--- src/rtl/tdm_rsb_pkg.sv ---
package tdm_rsb_pkg;

  typedef enum logic {
    LAUNCH_RISE = 1'b0,
    LAUNCH_FALL = 1'b1
  } launch_e;

  function automatic int idx_width(input int count);
    return (count > 1) ? $clog2(count) : 1;
  endfunction

endpackage

--- src/rtl/rsb_position_counter.sv ---
module rsb_position_counter #(
  parameter int NBIT   = 8,
  parameter int NSLOT  = 32,
  parameter int NFRAME = 48,
  localparam int BIT_W  = tdm_rsb_pkg::idx_width(NBIT),
  localparam int SLOT_W = tdm_rsb_pkg::idx_width(NSLOT),
  localparam int FRM_W  = tdm_rsb_pkg::idx_width(NFRAME)
) (
  input  logic              clk,
  input  logic              rst,
  output logic [BIT_W-1:0]  bit_idx,
  output logic [SLOT_W-1:0] slot_idx,
  output logic [FRM_W-1:0]  frame_idx,
  output logic [SLOT_W-1:0] nxt_slot,
  output logic              first_bit,
  output logic              last_bit
);

  localparam logic [BIT_W-1:0]  BIT_LAST  = BIT_W'(NBIT - 1);
  localparam logic [SLOT_W-1:0] SLOT_LAST = SLOT_W'(NSLOT - 1);
  localparam logic [FRM_W-1:0]  FRM_LAST  = FRM_W'(NFRAME - 1);

  assign first_bit = (bit_idx == '0);
  assign last_bit  = (bit_idx == BIT_LAST);
  assign nxt_slot  = (slot_idx == SLOT_LAST) ? '0 : slot_idx + 1'b1;

  // counters hold the position processed at the next rising edge
  always_ff @(posedge clk) begin
    if (rst) begin
      bit_idx   <= '0;
      slot_idx  <= '0;
      frame_idx <= '0;
    end else if (last_bit) begin
      bit_idx  <= '0;
      slot_idx <= nxt_slot;
      if (slot_idx == SLOT_LAST) begin
        frame_idx <= (frame_idx == FRM_LAST) ? '0 : frame_idx + 1'b1;
      end
    end else begin
      bit_idx <= bit_idx + 1'b1;
    end
  end

endmodule

--- src/rtl/rsb_sig_store.sv ---
module rsb_sig_store #(
  parameter int DEPTH = 32,
  parameter int WIDTH = 4,
  localparam int AW = tdm_rsb_pkg::idx_width(DEPTH)
) (
  input  logic             clk,
  input  logic             wr_en,
  input  logic [AW-1:0]    wr_addr,
  input  logic [WIDTH-1:0] wr_data,
  input  logic             rd_en,
  input  logic [AW-1:0]    rd_addr,
  output logic [WIDTH-1:0] rd_data
);

  logic [WIDTH-1:0] mem [DEPTH];

  // simple dual-port, registered read: maps onto block or distributed RAM
  always_ff @(posedge clk) begin
    if (wr_en) begin
      mem[wr_addr] <= wr_data;
    end
    if (rd_en) begin
      rd_data <= mem[rd_addr];
    end
  end

endmodule

--- src/rtl/rsb_edge_launch.sv ---
module rsb_edge_launch #(
  parameter int W = 2
) (
  input  logic                   clk,
  input  logic                   rst,
  input  tdm_rsb_pkg::launch_e   edge_sel,
  input  logic [W-1:0]           d_rise,
  output logic [W-1:0]           q
);

  for (genvar i = 0; i < W; i++) begin : g_lane
    logic q_fall;

    always_ff @(negedge clk) begin
      if (rst) q_fall <= 1'b0;
      else     q_fall <= d_rise[i];
    end

    assign q[i] = (edge_sel == tdm_rsb_pkg::LAUNCH_FALL) ? q_fall : d_rise[i];
  end

endmodule

--- src/rtl/tdm_rx_serializer.sv ---
module tdm_rx_serializer #(
  parameter int PCM_W  = 8,
  parameter int SIG_W  = 4,
  parameter int NSLOT  = 32,
  parameter int NFRAME = 48,
  localparam int SLOT_W = tdm_rsb_pkg::idx_width(NSLOT),
  localparam int BIT_W  = tdm_rsb_pkg::idx_width(PCM_W),
  localparam int FRM_W  = tdm_rsb_pkg::idx_width(NFRAME)
) (
  input  logic              clk,
  input  logic              rst,
  input  logic              cfg_fall_edge,
  input  logic              freeze_in,
  input  logic [PCM_W-1:0]  ts_pcm,
  input  logic [SIG_W-1:0]  ts_sig,
  output logic [SLOT_W-1:0] slot_req_o,
  output logic              slot_load_o,
  output logic              pcm_o,
  output logic              sig_o,
  output logic              fs_o,
  output logic              mfs_o,
  output logic              ts_ind_o,
  output logic              sig_frz_o
);

  logic [BIT_W-1:0]  bit_idx;
  logic [SLOT_W-1:0] slot_idx;
  logic [FRM_W-1:0]  frame_idx;
  logic [SLOT_W-1:0] nxt_slot;
  logic              first_bit;
  logic              last_bit;

  rsb_position_counter #(
    .NBIT  (PCM_W),
    .NSLOT (NSLOT),
    .NFRAME(NFRAME)
  ) u_pos (
    .clk      (clk),
    .rst      (rst),
    .bit_idx  (bit_idx),
    .slot_idx (slot_idx),
    .frame_idx(frame_idx),
    .nxt_slot (nxt_slot),
    .first_bit(first_bit),
    .last_bit (last_bit)
  );

  // signaling store: written with live nibbles, read one bit ahead of each slot
  logic             st_wr;
  logic [SIG_W-1:0] st_rd_data;

  assign st_wr = !rst && first_bit && !freeze_in;

  rsb_sig_store #(
    .DEPTH(NSLOT),
    .WIDTH(SIG_W)
  ) u_store (
    .clk    (clk),
    .wr_en  (st_wr),
    .wr_addr(slot_idx),
    .wr_data(ts_sig),
    .rd_en  (last_bit),
    .rd_addr(nxt_slot),
    .rd_data(st_rd_data)
  );

  logic [SIG_W-1:0] abcd_pick;
  assign abcd_pick = freeze_in ? st_rd_data : ts_sig;

  // serial shifters and registered markers
  logic [PCM_W-1:0] pcm_sh;
  logic [SIG_W-1:0] abcd_rot;
  logic             pcm_r, sig_r, fs_r, mfs_r, ind_r, frz_r;

  always_ff @(posedge clk) begin
    if (rst) begin
      pcm_sh   <= '0;
      abcd_rot <= '0;
      pcm_r    <= 1'b0;
      sig_r    <= 1'b0;
      fs_r     <= 1'b0;
      mfs_r    <= 1'b0;
      ind_r    <= 1'b0;
      frz_r    <= 1'b0;
    end else begin
      ind_r <= first_bit;
      fs_r  <= first_bit && (slot_idx == '0);
      mfs_r <= first_bit && (slot_idx == '0) && (frame_idx == '0);
      if (first_bit) begin
        pcm_r    <= ts_pcm[PCM_W-1];
        pcm_sh   <= {ts_pcm[PCM_W-2:0], 1'b0};
        sig_r    <= abcd_pick[SIG_W-1];
        abcd_rot <= {abcd_pick[SIG_W-2:0], abcd_pick[SIG_W-1]};
        frz_r    <= freeze_in;
      end else begin
        pcm_r    <= pcm_sh[PCM_W-1];
        pcm_sh   <= {pcm_sh[PCM_W-2:0], 1'b0};
        sig_r    <= abcd_rot[SIG_W-1];
        abcd_rot <= {abcd_rot[SIG_W-2:0], abcd_rot[SIG_W-1]};
      end
    end
  end

  // launch edge selection for the two data lanes
  tdm_rsb_pkg::launch_e edge_sel;
  logic [1:0]           lane_q;

  assign edge_sel = cfg_fall_edge ? tdm_rsb_pkg::LAUNCH_FALL : tdm_rsb_pkg::LAUNCH_RISE;

  rsb_edge_launch #(
    .W(2)
  ) u_launch (
    .clk     (clk),
    .rst     (rst),
    .edge_sel(edge_sel),
    .d_rise  ({pcm_r, sig_r}),
    .q       (lane_q)
  );

  assign pcm_o       = lane_q[1];
  assign sig_o       = lane_q[0];
  assign fs_o        = fs_r;
  assign mfs_o       = mfs_r;
  assign ts_ind_o    = ind_r;
  assign sig_frz_o   = frz_r;
  assign slot_req_o  = slot_idx;
  assign slot_load_o = first_bit;

endmodule

--- config.mk ---
export PLATFORM = sky130hd
export DESIGN_NAME = tdm_rx_serializer
export DESIGN_NICKNAME = d
export VERILOG_FILES = /design/src/rtl/tdm_rsb_pkg.sv /design/src/rtl/rsb_position_counter.sv /design/src/rtl/rsb_sig_store.sv /design/src/rtl/rsb_edge_launch.sv /design/src/rtl/tdm_rx_serializer.sv
export SDC_FILE = /design/constraint.sdc
export NUM_CORES = 1
export LEC_CHECK = 0
export BUFFER_PORTS_ARGS = -buffer_cell sky130_fd_sc_hd__buf_2
export CORE_ASPECT_RATIO = 1.75
export CORE_UTILIZATION = 39
export DETAILED_ROUTE_END_ITERATION = 16
export MAX_ROUTING_LAYER = met4
export PLACE_DENSITY = 0.55
export SLEW_MARGIN = 10
export SYNTH_ARGS = -nofsm -noshare
export SYNTH_HDL_FRONTEND = slang
export SYNTH_SLANG_ARGS = --single-unit
--- constraint.sdc ---
create_clock -name clk -period 2.75 [get_ports clk]
set_input_delay 0.55 -clock clk [delete_from_list [all_inputs] [get_ports clk]]
set_output_delay 0.55 -clock clk [all_outputs]
set_load 0.01 [all_outputs]
Word-level counts from Yosys, hierarchy flattened
Memories as Yosys holds them, arrays and structs flattened. A register that Yosys moved wholly into a read port is not among the register bits.
Cells that the tools add are included.
- reduce and logical (&&, ||, !) cells: 11
- equal/unequal tests: 3
- mux-type cells: 12
- add/sub/neg operators: 3
- operators with widths (kind ; count):
    2-to-1 mux 4 bit ; 2
    2-to-1 mux 8 bit ; 1
    2-to-1 mux 1 bit ; 7
    adder 6 x 1 -> 6 bit (second input constant) ; 1
    equality test 6 bit (second input constant) ; 1
    logical NOT 6 bit ; 1
    2-to-1 mux 6 bit ; 1
    adder 5 x 1 -> 5 bit (second input constant) ; 1
    equality test 5 bit (second input constant) ; 1
    logical NOT 5 bit ; 1
    2-to-1 mux 5 bit ; 1
    logical AND 1 bit ; 4
    adder 3 x 1 -> 3 bit (second input constant) ; 1
    equality test 3 bit (second input constant) ; 1
    logical NOT 3 bit ; 1
    logical NOT 1 bit ; 2
    AND reduction 2 bit ; 1
    OR reduction 2 bit ; 1
- register bits after elaboration: 34
- bits in writable memories: 128
- word-level logic and storage cells: 43
- bits of input ports: 16
- output and inout port bits: 12
- memories: 1
- memories (name ; words ; bits a word ; rd ports ; clocked after Yosys merged registers in ; write ports ; line ; RTL):
    u_store.mem ; 32 ; 4 ; 1 ; 1 ; 1 ; rsb_sig_store.sv:15 ; logic [WIDTH-1:0] mem [DEPTH];

Depth between registers and ports, before layout
Gate-level depths: netlist of run 1.
- word-level depth: 5
- gate-level depth with buffers: 12
- depth with buffers taken out: 8

Cells and area by module
Synthesis of run 1 repeated with hierarchy kept, for this count alone.
- cells, all modules: 373
- area, all modules: 6541.3 µm²
- modules (own cells, without submodules) (module ; seq. area each (µm²) ; times used ; cells each ; area each (µm²)):
    rsb_sig_store ; 3963.8 ; 1 ; 231 ; 5178.7
    rsb_position_counter ; 280.3 ; 1 ; 78 ; 691.9
    tdm_rx_serializer ; 320.3 ; 1 ; 57 ; 591.8
    rsb_edge_launch ; 40.0 ; 1 ; 7 ; 78.8

==> results.cfg, run 1 <==
[run_status]
status = complete, but fails checks
violations = setup timing

[routing]
num_vias = 4510
drt-total-wl_um = 17600
ant_nets = 0
drc = 0
wire_per_inst_um = 21.3
vias_per_cell = 5.47
first_pass_iters = 5
drtIter0Drc = 275

[global_routing]
grt_usage_pct = 21.4
grt_pass1_vias = 4666
grt_max_degree = 38
grt_overflow = 0
grt_pass1_wl_um = 26500
antenna_found_initial = 0

[power]
vdd_drop_max_mv = 0.423
power.density_nw_per_um2 = 658
comb_power_share_pct = 3.5
p_sw_share_pct = 21.0
clkPwrFrac_pct = 45.5
power.switching_w = 0.00112
intPower_w = 0.00422
leakage_nw = 2.76
p_total_w = 0.00534
p_seq_share_pct = 51.0

[cts]
clk_path_buf_depth = 2
clock_sinks = 164
cts_buffers = 17
clk_pin_slew_ns = 0.07
clkLatencyLatePin_ns = 0.45
htreeDepth = 4
cts-root-buf = clkbuf_16
cts_tree = built

[cells_and_area]
antenna_cells = 0
regArea_sq_um = 4600
fillCellCount = 1532
syn2layout_area_growth_pct = 17.9
multi_input_area_sq_um = 2060
final_area_sq_um = 8110
fin_nets = 610
drive_above_1_share_pct = 20.8

[placed_design]
dpl-instance-area_sq_um = 7480
dp_hpwl_um = 11900
portBuffers = 27
gp_congestion = 0.935
dp_worst_setup_slack_ns = 0.0898

[yosys]
synth.ff_latch_count = 164
synth_top_area_cell = edfxtp_1
ys_top_cells_by_area = edfxtp_1 58%, dfxtp_1 9.3%, mux2i_1 4.1%, nor2_1 3.5%, nand2_1 2.1%
synth_async_sr_flop_share_pct = 0
synthFlopType = edfxtp_1
syn_inst = 522
syn_avg_cell_area_sq_um = 13.2
synthesis.area_sq_um = 6880
synth_top_area_share_pct = 57.6
synth_edf_count = 132
netlist-cell-type-count = 58
synth_nets = 548
seq_area_frac_synth_pct = 66.9
yosys_warnings = 0

[setup_path]
reg2reg_to = u_store.rd_data[0]
path_cells = mux2_4 -> buf_6
cp-end-kind = primary output
worst-endpoint-required_ns = 2.20
cp_slowest_cell = dfxtp_1
rrSetupSlack_ns = 0.19
slowest_delay_ns = 0.29
worstPathArrival_ns = 2.48
rr_worst_depth = 8
worst_setup_path_start_kind = flip-flop
critPathBufInv = 1
r2r_start = u_pos.slot_idx[1]
cp_max_fo = 1
crit_family = flip-flops
worstSetupPathType = reg2out

[min_path]
hold-path-endpoint = pcm_sh[1]
hp-start = ts_pcm[0]
worstHoldPathCells = 2
min_path_type = in2reg

[timing]
worstMarginPinSlew_ns = 0.744
rsz0062_at_grt = yes
setup_ws_ns = -0.283
fin_worst_skew_ns = 0.0212
setup_viol = 2
slew_headroom_pct = 50.4
hold_viol_final = 0
finalMaxSlewViolations = 0

[floorplanning]
die_w_um = 102
dieArea_sq_um = 18200
fp.coreArea_sq_um = 17100
rows = 63
io_pins = 28
initial_core_util_pct = 40.2
die_height_um = 178

[run]
drv_cap = 0
==> Yosys cell counts (all sizes together) (2+ instances only) <==
cell,n
clkbuf,9
nor2b,6
o2111ai,3
a2111oi,2
o21ai,8
o211ai,2
a211o,2
and3,3
a31oi,2
xor2,3
ha,10
nand2,39
mux2i,28
nand3b,5
nand2b,6
xnor2,3
a211oi,10
o22ai,10
buf,22
o32ai,2
dfxtp,32
nor3b,3
and2,2
a22oi,11
inv,11
nor4b,2
nor4,2
mux2,11
nand4,2
a21oi,26
nor3,4
nor2,64
a221oi,10
or3b,3
o221ai,9
a22o,2
nand3,7
edfxtp,132
clkinv,2
==> worst reg2reg max path: stages, from the launching register on <==
cell and delay (ns):
dfxtp_1 0.41, inv_1 0.10, ha_2 0.39, buf_12 0.22
and2_1 0.43, a22oi_1 0.19, o2111ai_1 0.22, a21oi_1 0.13
nor4_1 0.29
==> power groups by stage <==
stage / Combinational [W] / Sequential, W / Clock (W)
floorplan: 0.0000867 / 0.00277 / 0.00000683
global placement: 0.000180 / 0.00277 / 0.00000683
detailed placement: 0.000185 / 0.00277 / 0.00000683
CTS: 0.000191 / 0.00272 / 0.00247
global route: 0.000208 / 0.00272 / 0.00258
finish: 0.000188 / 0.00272 / 0.00243
==> worst max path at each step <==
stage / start / endpoint / slack, ns / cells after the start
2_1_floorplan: u_pos.slot_idx[0] / u_store.rd_data[0] / 0.15 / 11
3_3_place_gp: u_launch.g_lane[0].q_fall / sig_o / 0.17 / 2
3_5_place_dp: u_pos.slot_idx[1] / u_store.rd_data[1] / 0.09 / 10
4_1_cts: u_launch.g_lane[0].q_fall / sig_o / -0.30 / 2
5_1_grt: u_launch.g_lane[1].q_fall / pcm_o / -0.34 / 2
6_report: u_launch.g_lane[0].q_fall / sig_o / -0.28 / 2
==> cell families after synthesis <==
group	count (synthesis)	synth area share, %
multiplexers	39	5.88
adder cells (fa/ha/maj)	10	1.82
AND/OR/NAND/NOR	153	10.4
buffers and inverters	44	3.31
flip-flops	164	66.9
AO/OA/AOI/OAI	106	10.9
XOR/XNOR	6	0.764
==> repair_timing <==
item / in CTS / in global routing
hold buffers: 0 / 0
resized for setup: 4 / 1
hold endpoints to repair: 0 / 0
setup endpoints to repair: 2 / 6
setup buffers: 0 / 0
==> metrics by stage <==
| stage | cells | setup TNS [ns] | hold slack, ns | utilization (%) |
|---|---|---|---|---|
| after floorplan | 522 | 0 | 0.419 | - |
| after global placement | 791 | 0 | 0.430 | 43.7 |
| after detailed placement | 791 | 0 | 0.438 | 43.7 |
| after CTS | 824 | -0.595 | 0.318 | 47.4 |
| after global routing | 824 | -0.657 | 0.329 | 47.4 |
| final | 824 | -0.561 | 0.334 | 47.4 |
==> cell type report <==
cell class	count	share of cell area [%]
sequential	164	56.8
tap	227	3.50
timing repair buffer	73	6.23
clock buffer	17	5.25
inverter	12	0.555
multi-input combinational	314	25.4
clock inverter	17	2.30
==> registers in the layout, indices dropped and copies added, names as in the netlist, 2 cells and up <==
name                    flops
u_store.rd_data             4
u_pos.slot_idx              5
u_store.mem               128
u_pos.bit_idx               3
abcd_rot                    4
u_pos.frame_idx             6
pcm_sh                      7
u_launch.g_lane.q_fall      2
==> layout by cell type, fill, tap and decap left out, drive strengths merged, types with 3 or more instances in the layout <==
cell / count
nand2b: 6
nor2b: 6
o2111ai: 3
xnor2: 3
buf: 73
nor3b: 3
bufinv: 3
dfxtp: 32
o21ai: 8
a211oi: 10
o221ai: 9
nand3b: 5
nand3: 7
clkbuf: 17
xor2: 3
a21oi: 26
inv: 16
mux2: 11
mux2i: 28
a22oi: 11
nor3: 4
and3: 3
ha: 10
or3b: 3
clkinv: 9
nor2: 64
a221oi: 10
nand2: 39
edfxtp: 132
o22ai: 10
==> layer usage <==
metal | vias up | GRT usage, % | routed length [um]
li1 | 2098 | - | -
met1 | 2219 | 21.8 | 6510
met2 | 145 | 37.1 | 9470
met3 | 48 | 4.45 | 730
met4 | 0 | 12.6 | 837
met5 | - | - | 0
Power figures use the tool's default switching activity.
==> run 2, diff against run 1 <==
--- a/config.mk
+++ b/config.mk
@@ -6,11 +6,11 @@
 export NUM_CORES = 1
 export LEC_CHECK = 0
 export BUFFER_PORTS_ARGS = -buffer_cell sky130_fd_sc_hd__buf_2
-export CORE_ASPECT_RATIO = 1.75
-export CORE_UTILIZATION = 39
+export CORE_ASPECT_RATIO = 0.5
+export CORE_UTILIZATION = 61
 export DETAILED_ROUTE_END_ITERATION = 16
 export MAX_ROUTING_LAYER = met4
-export PLACE_DENSITY = 0.55
+export PLACE_DENSITY = 0.79
 export SLEW_MARGIN = 10
 export SYNTH_ARGS = -nofsm -noshare
 export SYNTH_HDL_FRONTEND = slang
==> run 2 against run 1 <==
  * The flow finishes with violations (DRC, setup timing)
  * Cell area shrank 0.20%
  * Largest cell class unchanged
  * Power grew 3.9%
  * Combinational power is essentially flat
  * Core utilization grew 29 points
  * First-iteration DRC count grew to 2.6 times the previous value
  * Wire length shrank 5.2%
==> results.cfg, run 2 (synthesis gave the netlist of run 1 again) <==
[power]
p_total_w = 0.00555
power.density_nw_per_um2 = 686
leakage_nw = 2.79
vdd_drop_max_mv = 0.397

[setup_path]
cp-end-kind = primary output
crit_start = u_launch.g_lane[0].q_fall
cp_slowest_cell = dfxtp_1
rrSetupSlack_ns = 0.02
slowest_delay_ns = 0.29
worst-endpoint-required_ns = 2.20
critPathBufInv = 1
crit_end = sig_o
cp_max_fo = 1
reg2reg_to = u_store.rd_data[3]
worstSetupPathType = reg2out
crit_family = flip-flops
r2r_start = u_pos.slot_idx[0]
rr_worst_depth = 9
worstPathArrival_ns = 2.50
worst_setup_path_start_kind = flip-flop
path_cells = mux2_4 -> buf_6
path_depth = 2

[global_routing]
grt_pass1_wl_um = 25900
use_met1_pct = 43.5
globalRouteMet2Util_pct = 43.6
antenna_found_initial = 0
grt-busiest-layer = met2
grt_pass1_vias = 4541
grt_overflow = 0
grt_max_degree = 39
use_met3_pct = 8.71
grt_usage_pct = 31.3

[cells_and_area]
largest_reg_flops = 128
mostFrequentLayoutCells = 132 x edfxtp_1, 64 x nor2_1, 41 x buf_4
final_area_sq_um = 8090
drive_above_1_share_pct = 21.2
multi_input_area_sq_um = 2090
largest_register = u_store.mem
final_common_cell = edfxtp_1
fillCellCount = 648
antenna_cells = 0
regArea_sq_um = 4600
syn2layout_area_growth_pct = 17.7
fin_nets = 608
reg.largest.list = u_store.mem x128, pcm_sh x7, u_pos.frame_idx x6

[cts]
clock_sinks = 164
cts-root-buf = clkbuf_16
htreeDepth = 4
cts_buffers = 17
clk_path_buf_depth = 2
clk_pin_slew_ns = 0.07
cts_tree = built
cts_setup_buffers = 0
clkLatencyLatePin_ns = 0.45

[routing]
num_vias = 4783
vias_per_cell = 6.51
drt-total-wl_um = 16600
drtIter0Drc = 713
first_pass_iters = 11
drc = 2
ant_nets = 0
wire_per_inst_um = 22.6

[floorplanning]
die_height_um = 77.1
dieArea_sq_um = 11700
rows = 26
io_pins = 28
initial_core_util_pct = 65.1
die_w_um = 152
fp.coreArea_sq_um = 10600

[run_status]
status = complete, but fails checks
violations = DRC, setup timing

[placed_design]
portBuffers = 27
dp_hpwl_um = 10600
gp_congestion = 0.964
dp_worst_setup_slack_ns = 0.0617
dpl-instance-area_sq_um = 7380

[timing]
slew_headroom_pct = 51.6
hold_viol_final = 0
rsz0062_at_grt = yes
finalMaxSlewViolations = 0
whs_ns = 0.330
setup_viol = 2
finalSetupTns_ns = -0.579
fin_worst_skew_ns = 0.0274
setup_ws_ns = -0.296
worstMarginPinSlew_ns = 0.726

[run]
drv_cap = 0

[min_path]
min_path_type = in2reg
[run 2: cell count changes in the layout (fill, tap and decap cells not counted), sizes merged]
cell      delta
clkinv       -2
clkbuf       +1
bufinv       +2
clkinvlp     -1
buf          -2
[run 2: area by class of cell]
type	instances	share of cell area [%]
flip-flops and latches	164	56.9
multi-input cells	314	25.9
inverters	12	0.557
repair buffers	71	6.37
clock buffers	18	5.32
well taps	140	2.16
clock inverters	16	2.83
[run 2: worst min path at each step]
stage,slack [ns],startpoint,endpoint,cells past startpoint
final,0.33,ts_pcm[0],pcm_sh[1],2
after global routing,0.33,ts_pcm[0],pcm_sh[1],2
after global placement,0.42,pcm_sh[2],pcm_sh[3],2
after detailed placement,0.43,pcm_sh[3],pcm_sh[4],2
after floorplan,0.42,u_pos.bit_idx[0],u_pos.bit_idx[0],1
after CTS,0.33,ts_pcm[0],pcm_sh[1],2
[run 2: layer usage]
layer | share of wire [%] | wire length (um)
met2 | 43 | 7090
met5 | 0 | 0
met3 | 11 | 1870
met4 | 2.5 | 419
met1 | 44 | 7250
[run 2: stage by stage]
stage	utilization, %	instances
final	76.5	735
after global routing	76.5	735
after CTS	76.2	735
after detailed placement	69.8	702
after global placement	69.8	702
after floorplan	-	522
[run 2: what timing repair did]
item / CTS / global route
setup endpoints to repair: 3 / 5
hold buffers: 0 / 0
gates resized for setup: 4 / 8
[run 2: worst register-to-register path, cell delays in order (launching register included)]
cell and delay (ns):
dfxtp_1 0.37, ha_1 0.24, and3_1 0.19, ha_2 0.22
buf_4 0.17, or2_2 0.34, o22ai_1 0.19, a21oi_1 0.09
a2111oi_1 0.52, nor4_1 0.12
[run 2: power breakdown]
part	total, W	switching, W	internal (W)	leakage, nW
clock network	0.00264	0.00101	0.00163	0.333
registers	0.00272	0.0000117	0.00271	1.45
logic	0.000188	0.000119	0.0000693	1.01
total	0.00555	0.00114	0.00441	2.79
